[src/rtl/sio_irq_pkg.sv]
package sio_irq_pkg;

  localparam int NUM_SRC = 13;

  // register byte offsets
  localparam logic [7:0] OFS_ENABLE  = 8'h08;
  localparam logic [7:0] OFS_DISABLE = 8'h0C;
  localparam logic [7:0] OFS_MASK    = 8'h10;
  localparam logic [7:0] OFS_STATUS  = 8'h14;

  // source bit positions
  localparam int SRC_RX_TRIG   = 0;
  localparam int SRC_RX_EMPTY  = 1;
  localparam int SRC_RX_FULL   = 2;
  localparam int SRC_TX_EMPTY  = 3;
  localparam int SRC_TX_FULL   = 4;
  localparam int SRC_RX_OVF    = 5;
  localparam int SRC_FRAME_ERR = 6;
  localparam int SRC_PAR_ERR   = 7;
  localparam int SRC_RX_TOUT   = 8;
  localparam int SRC_MODEM_CHG = 9;
  localparam int SRC_TX_TRIG   = 10;
  localparam int SRC_TX_NFULL  = 11;
  localparam int SRC_TX_OVF    = 12;

  typedef enum logic [1:0] {
    RSEL_NONE   = 2'd0,
    RSEL_MASK   = 2'd1,
    RSEL_STATUS = 2'd2
  } rd_sel_e;

endpackage

[src/rtl/sio_irq_decode.sv]
module sio_irq_decode
  import sio_irq_pkg::*;
#(
  parameter int ADDR_W = 8
) (
  input  logic              valid_i,
  input  logic              write_i,
  input  logic [ADDR_W-1:0] addr_i,
  output logic              set_we_o,
  output logic              clr_mask_we_o,
  output logic              clr_sts_we_o,
  output logic              rd_req_o,
  output rd_sel_e           rd_sel_o
);

  logic wr_req;

  always_comb begin
    wr_req        = valid_i && write_i;
    rd_req_o      = valid_i && !write_i;
    set_we_o      = wr_req && (addr_i == ADDR_W'(OFS_ENABLE));
    clr_mask_we_o = wr_req && (addr_i == ADDR_W'(OFS_DISABLE));
    clr_sts_we_o  = wr_req && (addr_i == ADDR_W'(OFS_STATUS));
    if (addr_i == ADDR_W'(OFS_MASK)) begin
      rd_sel_o = RSEL_MASK;
    end else if (addr_i == ADDR_W'(OFS_STATUS)) begin
      rd_sel_o = RSEL_STATUS;
    end else begin
      rd_sel_o = RSEL_NONE;
    end
  end

endmodule

[src/rtl/sio_irq_mask.sv]
module sio_irq_mask #(
  parameter int WIDTH = 13
) (
  input  logic             clk_i,
  input  logic             rst_ni,
  input  logic             set_we_i,
  input  logic             clr_we_i,
  input  logic [WIDTH-1:0] bits_i,
  output logic [WIDTH-1:0] mask_o
);

  logic [WIDTH-1:0] mask_d, mask_q;
  logic             mask_en;

  always_comb begin
    mask_en = set_we_i || clr_we_i;
    mask_d  = mask_q;
    if (set_we_i) begin
      mask_d = mask_d | bits_i;
    end
    if (clr_we_i) begin
      mask_d = mask_d & ~bits_i;
    end
  end

  always_ff @(posedge clk_i or negedge rst_ni) begin
    if (!rst_ni) begin
      mask_q <= '0;
    end else if (mask_en) begin
      mask_q <= mask_d;
    end
  end

  assign mask_o = mask_q;

endmodule

[src/rtl/sio_irq_status.sv]
module sio_irq_status #(
  parameter int WIDTH = 13
) (
  input  logic             clk_i,
  input  logic             rst_ni,
  input  logic             clr_we_i,
  input  logic [WIDTH-1:0] clr_bits_i,
  input  logic [WIDTH-1:0] evt_i,
  output logic [WIDTH-1:0] sts_o
);

  logic [WIDTH-1:0] sts_d, sts_q, clr_eff;
  logic             sts_en;

  always_comb begin
    clr_eff = clr_we_i ? clr_bits_i : '0;
    sts_en  = clr_we_i || (|evt_i);
    // an event in the same cycle overrides the clear
    sts_d   = (sts_q & ~clr_eff) | evt_i;
  end

  always_ff @(posedge clk_i or negedge rst_ni) begin
    if (!rst_ni) begin
      sts_q <= '0;
    end else if (sts_en) begin
      sts_q <= sts_d;
    end
  end

  assign sts_o = sts_q;

endmodule

[src/rtl/sio_irq_ctrl.sv]
module sio_irq_ctrl
  import sio_irq_pkg::*;
#(
  parameter int ADDR_W = 8,
  parameter int DATA_W = 32,
  parameter int SRC_W  = NUM_SRC
) (
  input  logic              clk_i,
  input  logic              rst_ni,
  input  logic              req_valid_i,
  input  logic              req_write_i,
  input  logic [ADDR_W-1:0] req_addr_i,
  input  logic [DATA_W-1:0] req_wdata_i,
  output logic              rd_valid_o,
  output logic [DATA_W-1:0] rd_data_o,
  input  logic [SRC_W-1:0]  evt_i,
  output logic              irq_o
);

  localparam int PAD_W = DATA_W - SRC_W;

  logic             set_we, clr_mask_we, clr_sts_we, rd_req;
  rd_sel_e          rd_sel;
  logic [SRC_W-1:0] wbits, mask_q, sts_q, rd_src;
  logic             rd_valid_d, rd_valid_q;
  logic [DATA_W-1:0] rd_data_d, rd_data_q;
  logic             unused_wdata_hi;

  assign wbits           = req_wdata_i[SRC_W-1:0];
  assign unused_wdata_hi = ^req_wdata_i[DATA_W-1:SRC_W];

  sio_irq_decode #(.ADDR_W(ADDR_W)) u_decode (
    .valid_i       (req_valid_i),
    .write_i       (req_write_i),
    .addr_i        (req_addr_i),
    .set_we_o      (set_we),
    .clr_mask_we_o (clr_mask_we),
    .clr_sts_we_o  (clr_sts_we),
    .rd_req_o      (rd_req),
    .rd_sel_o      (rd_sel)
  );

  sio_irq_mask #(.WIDTH(SRC_W)) u_mask (
    .clk_i    (clk_i),
    .rst_ni   (rst_ni),
    .set_we_i (set_we),
    .clr_we_i (clr_mask_we),
    .bits_i   (wbits),
    .mask_o   (mask_q)
  );

  sio_irq_status #(.WIDTH(SRC_W)) u_status (
    .clk_i      (clk_i),
    .rst_ni     (rst_ni),
    .clr_we_i   (clr_sts_we),
    .clr_bits_i (wbits),
    .evt_i      (evt_i),
    .sts_o      (sts_q)
  );

  // read path: next state
  always_comb begin
    unique case (rd_sel)
      RSEL_MASK:   rd_src = mask_q;
      RSEL_STATUS: rd_src = sts_q;
      default:     rd_src = '0;
    endcase
    rd_valid_d = rd_req;
    rd_data_d  = {{PAD_W{1'b0}}, rd_src};
  end

  // read path: registers
  always_ff @(posedge clk_i or negedge rst_ni) begin
    if (!rst_ni) begin
      rd_valid_q <= 1'b0;
    end else begin
      rd_valid_q <= rd_valid_d;
    end
  end

  always_ff @(posedge clk_i or negedge rst_ni) begin
    if (!rst_ni) begin
      rd_data_q <= '0;
    end else if (rd_req) begin
      rd_data_q <= rd_data_d;
    end
  end

  assign rd_valid_o = rd_valid_q;
  assign rd_data_o  = rd_data_q;
  assign irq_o      = |(sts_q & mask_q);

endmodule

[config.mk]
export PLATFORM = sky130hd
export DESIGN_NAME = sio_irq_ctrl
export DESIGN_NICKNAME = d
export VERILOG_FILES = /design/src/rtl/sio_irq_pkg.sv /design/src/rtl/sio_irq_decode.sv /design/src/rtl/sio_irq_mask.sv /design/src/rtl/sio_irq_status.sv /design/src/rtl/sio_irq_ctrl.sv
export SDC_FILE = /design/constraint.sdc
export NUM_CORES = 1
export LEC_CHECK = 0
export ABC_AREA = 1
export BUFFER_PORTS_ARGS = -buffer_cell sky130_fd_sc_hd__buf_2
export CORE_MARGIN = 3
export CORE_UTILIZATION = 52
export DETAILED_ROUTE_END_ITERATION = 6
export GPL_TIMING_DRIVEN = 0
export PLACE_DENSITY = 0.85
export SYNTH_ARGS = -nofsm -noshare
export SYNTH_HDL_FRONTEND = slang
export SYNTH_HIERARCHICAL = 1
export SYNTH_SLANG_ARGS = --single-unit
export TNS_END_PERCENT = 10
[constraint.sdc]
create_clock -name clk_i -period 1.7 [get_ports clk_i]
set_clock_uncertainty 0.2 [all_clocks]
set_input_delay 0.255 -clock clk_i [delete_from_list [all_inputs] [get_ports clk_i]]
set_output_delay 0.255 -clock clk_i [all_outputs]
set_load 0.01 [all_outputs]
; ---- Word-level counts from Yosys, hierarchy flattened
; Cells that the tools add are included.
[classes]
bitwise_logic = 7
n_eq_ne = 6
add_sub_neg = 0
mux = 6
order_cmp = 0
reduce_logical = 10
div = 0
n_shift = 0
mul = 0
[ops]
columns = cell, count
row1 = AND 13 bit, 3
row2 = 2-to-1 mux 13 bit, 3
row3 = NOT 13 bit, 2
row4 = bitwise OR 13 bit, 2
row5 = one-hot mux 13 bit (2 select lines), 1
row6 = OR reduction 13 bit, 2
row7 = "== test 8 x 4 -> 1 bit, second input constant", 2
row8 = "== test 8 x 5 -> 1 bit, second input constant", 2
row9 = logical AND 1 bit, 5
row10 = 2-to-1 mux 2 bit, 2
row11 = "== test 2 x 1 -> 1 bit, second input constant", 1
row12 = "== test 2 bit, second input constant", 1
row13 = logical OR 1 bit, 2
row14 = zero test 1 bit, 1
[word_totals]
output_inout_bits = 34
ram_bits = 0
regBits = 40
latchBits = 0
mem_bits_ro = 0
word_cells = 33
input_bits = 57
mem_count = 0

; ---- Logic depth before layout (Yosys ltp)
[logic_depth]
ltp_word = 6
mapped_depth = 11
ltp_nobuf = 10

; ---- Cells and area by module
; The synthesis kept the hierarchy.
[modules_own_cells]
columns = mod, cells_per_inst, instances, area_each_um2, seq_area_each_um2
row1 = sio_irq_ctrl, 124, 1, 962.2, 350.3
row2 = sio_irq_mask, 93, 1, 636.9, 325.3
row3 = sio_irq_status, 66, 1, 531.8, 325.3
row4 = sio_irq_decode, 31, 1, 123.9, 0.0

; ---- Worst setup path after synthesis
; Ideal clock, no wire load.
[synth_timing]
path_kind = input -> register
startpoint = in req_addr_i[5]
endpoint = reg rd_data_q[0] (netlist: rd_data_o[0])
setup_time_ps = 121
arrival_ps = 1319
slack_ps = 60
stages = 10
required_ps = 1379
path_cell_list = inv_2 nand2_1 nor2_2 inv_1 nor2_1 inv_1 ha_1 nor2_4 buf_6 a22o_1
[synth_via]
elab_cells_between_ends = 7
cone_classes = 4 x eq/ne / 3 x mux
[synth_rtl]
columns = element, line_no
row1 = from (decl), sio_irq_ctrl.sv:12  ; input logic [ADDR_W-1:0] req_addr_i,
row2 = == test 8 x 5 -> 1 bit (*), sio_irq_decode.sv:24  ; if (addr_i == ADDR_W'(OFS_MASK)) begin
row3 = 2-to-1 mux 2 bit (*), sio_irq_decode.sv:24
row4 = named net rd_sel[0], sio_irq_ctrl.sv:23  ; rd_sel_e rd_sel;
row5 = == test 2 bit / == test 2 x 1 -> 1 bit (equally long branches), sio_irq_ctrl.sv:63  ; unique case (rd_sel)
row6 = one-hot mux 13 bit (2 select lines) (*), sio_irq_ctrl.sv:63
row7 = to (signal assigned), sio_irq_ctrl.sv:85  ; rd_data_q <= rd_data_d;
row8 = to (decl), sio_irq_ctrl.sv:26  ; logic [DATA_W-1:0] rd_data_d, rd_data_q;
; The timed path passes the listed nets; every way through them passes the cells marked *.
; A chain may end at the register's enable or synchronous reset.

; ---- Final worst setup path
[layout_timing]
startpoint = reg u_mask.mask_q[9] (netlist: u_mask/mask_o[9])
endpoint = out irq_o
[layout_via]
elab_chain_cells = 2
[layout_lines]
columns = element, line_no
row1 = from (decl), sio_irq_mask.sv:12  ; logic [WIDTH-1:0] mask_d, mask_q;
row2 = from (signal assigned), sio_irq_mask.sv:30  ; mask_q <= mask_d;
row3 = AND 13 bit, sio_irq_ctrl.sv:91  ; assign irq_o = |(sts_q & mask_q);
row4 = OR reduction 13 bit, sio_irq_ctrl.sv:91
row5 = to (decl), sio_irq_ctrl.sv:17  ; output logic irq_o
; Every way passes these cells.

==> impl_metrics.yaml <==
clocking:
  tritoncts: "yes"
  clk_path_buf_depth: 2
  cts_buffers: 5
  clk_latency_ps: 280
  clock_sinks: 40
  cts.reportedPaths.clkPinSlew_ps: 80
  cts-htree-levels: 2
  root_buffer: "clkbuf_8"
placed_design:
  io_buffers: 52
  gp_congestion: 0.8131
  hpwl_um: 3536
worst_setup_path:
  arrival_ps: 1180
  startpoint: "u_mask/mask_o[9]"
  r2r.worst_path.cells: 4
  cp-start-kind: "register"
  crit-reg2reg-capture: "rd_data_o[1]"
  r2r_setup_slack_ps: 550
  critPathRequiredTime_ps: 1240
  worstPathMaxFanout: 3
  path_class: "reg2out"
  worstSetupEndpointType: "output pin"
  r2r_start: "u_status/sts_o[1]"
floorplan:
  io-pin-count: 91
  die_h_um: 71.85
  die-area_um2: 5162
  coreArea_um2: 4086
  initial_core_util: 0.5517
  die_x_um: 71.85
  num_rows: 23
global_route:
  grt_start_max_net_pins: 41
  grt_pass1_wl_um: 8142
  overflow: 0
  grt_usage: 0.2011
  antenna_found_initial: 0
  grt_pass1_vias: 1898
logic_synthesis:
  synth.area.top_cells: "dfrtp_1 44%, nand2_1 27%, inv_1 7.0%"
  synth.most_common_cell: "nand2_1"
  seq_area_frac_synth: 0.4440
  syn_avg_cell_area_um2: 7.180
  netlist_top_cells_count: "161 x nand2_1, 42 x inv_1, 40 x dfrtp_1"
  synth-xor-area-share: 0
  ys.flop_type: "dfrtp_1"
  async_flop_share: 1.000
  synth_fa_ha_area_frac: 0.01110
  synth_top_family_by_area: "simple AND/OR/NAND/NOR gates"
  synth-simple-area-share: 0.2986
  synth-compound-area-share: 0.05216
  synthDominantCellAreaShare: 0.4440
  synth-seq-cells: 40
  synth_top_cell_by_area: "dfrtp_1"
  synthCells: 314
  yosysUniqueCellTypes: 16
  synth_edf_count: 0
  yosysWarnings: 6
  synthMuxAreaShare: 0
  netlist_area_um2: 2255
timing:
  hold_violations: 0
  grt_setup_unrepaired: "yes"
  setup_viol: 0
  relSlewSlack: 0.4186
  fmax_ghz: 0.6134
  finalCritPeriodShare: 0.9589
  min_period_ps: 1630
  timing.final.max_slew_violations: 0
  worst_pin_slew_ps: 872.1
route:
  firstDrtPassIters: 4
  drc_errors: 0
  ant_nets: 0
  vias_per_cell: 4.367
  vias: 2013
  wl_um: 4967
  detail_route.iter0.violations: 155
  wire_per_inst_um: 10.77
status:
  status: "complete, no violations"
layout:
  final_util: 0.7162
  diodes: 0
  synthToLayoutAreaGrowth_pct: 29.80
  drive_gt1_frac: 0.2701
  finalNetCount: 469
worst_hold_path:
  worstHoldStart: "req_wdata_i[10]"
  holdPathStages: 4
  holdPathEnd: "u_mask/mask_o[10]"
  hp-class: "in2reg"
flow_run:
  drv_cap: 0
power:
  total_power_uw: 1828
  p_leak_uw: 0.001779
  powerDensity_nw_per_um2: 624.7
  max-vdd-ir-drop_uv: 455.7
kinds of logic (layout without fill, tap and decap cells):
kind of cell             count (synthesis)  in the layout
AO/OA/AOI/OAI                           13             13
other                                    1             19
AND/OR/NAND/NOR                        175            175
flip-flops                              40             40
buffers and inverters                   83            162
adder cells (fa/ha/maj)                  2              2
metal layers:
metal	up-vias	part of all wire	global-route usage
met2	66	0.50	0.3449
met1	869	0.41	0.2568
met4	0	0.019	0.07307
met5	-	0	0
met3	10	0.062	0.03086
li1	1068	-	-
stage by stage:
step,cells,area [µm²],hold WS [ps],setup WS [ps],TNS (ps)
final,461,2927,29.63,69.83,0
after CTS,458,2899,16.49,45.55,0
after global placement,434,2645,209.0,-118.5,-1239
after floorplan,332,2322,-240.6,60.36,0
after global routing,461,2927,46.82,-40.95,-40.95
after detailed placement,434,2645,219.5,-223.0,-2310
worst max-delay path by stage:
stage	depth (start not counted)	slack [ps]	to
finish	7	70	irq_o
global placement	12	-120	rd_data_o[1]
floorplan	10	60	rd_data_o[0]
global route	7	-40	irq_o
detailed placement	12	-220	rd_data_o[6]
CTS	7	50	irq_o
registers in the layout (all words and copies together) (netlist names):
signal / count
u_status/sts_o: 13
u_mask/mask_o: 13
rd_valid_o: 1
rd_data_o: 13
critical path: stages, from the launching register on:
cell,delay (ps)
dfrtp_1,410
nand2_1,70
nand2_1,40
inv_1,50
nand2_1,60
nor2_1,80
nand2_1,60
buf_2,130
layout make-up:
class                           count  area, µm²
Buffer                             26      220.2
Fill cell                         345       1160
Multi-Input combinational cell    209      892.1
Clock inverter                      1      7.507
Tap cell                           50      62.56
Inverter                           57      214.0
Sequential cell                    40       1001
Clock buffer                        7      86.33
Timing Repair Buffer               71      442.9
report_power, final:
group / total [µW] / internal, µW / leakage (µW) / switching (µW)
clock: 652 / 330 / 0.0000445 / 322
combinational: 208 / 104 / 0.00131 / 104
sequential: 968 / 960 / 0.000424 / 7.90
placed cells by master, fill, tap and decap left out, drive strengths merged:
cell | Yosys | layout
inv | 57 | 57
nand3 | 1 | 1
nand2 | 161 | 161
conb | 1 | 19
clkbuf | 1 | 8
dfrtp | 40 | 40
buf | 25 | 80
ha | 2 | 2
a22o | 13 | 13
dlygate4sd3 | 0 | 16
nor2 | 12 | 12
nand4 | 1 | 1
clkinvlp | 0 | 1
repair_timing:
item / 4_1_cts / 5_1_grt
hold buffers: 16 / 0
endpoints found under the setup margin: 0 / 11
setup buffers: 0 / 3
hold endpoints to repair: 54 / 0
gates resized for setup: 0 / 2
Note: power is estimated with default switching activity, not from simulation.
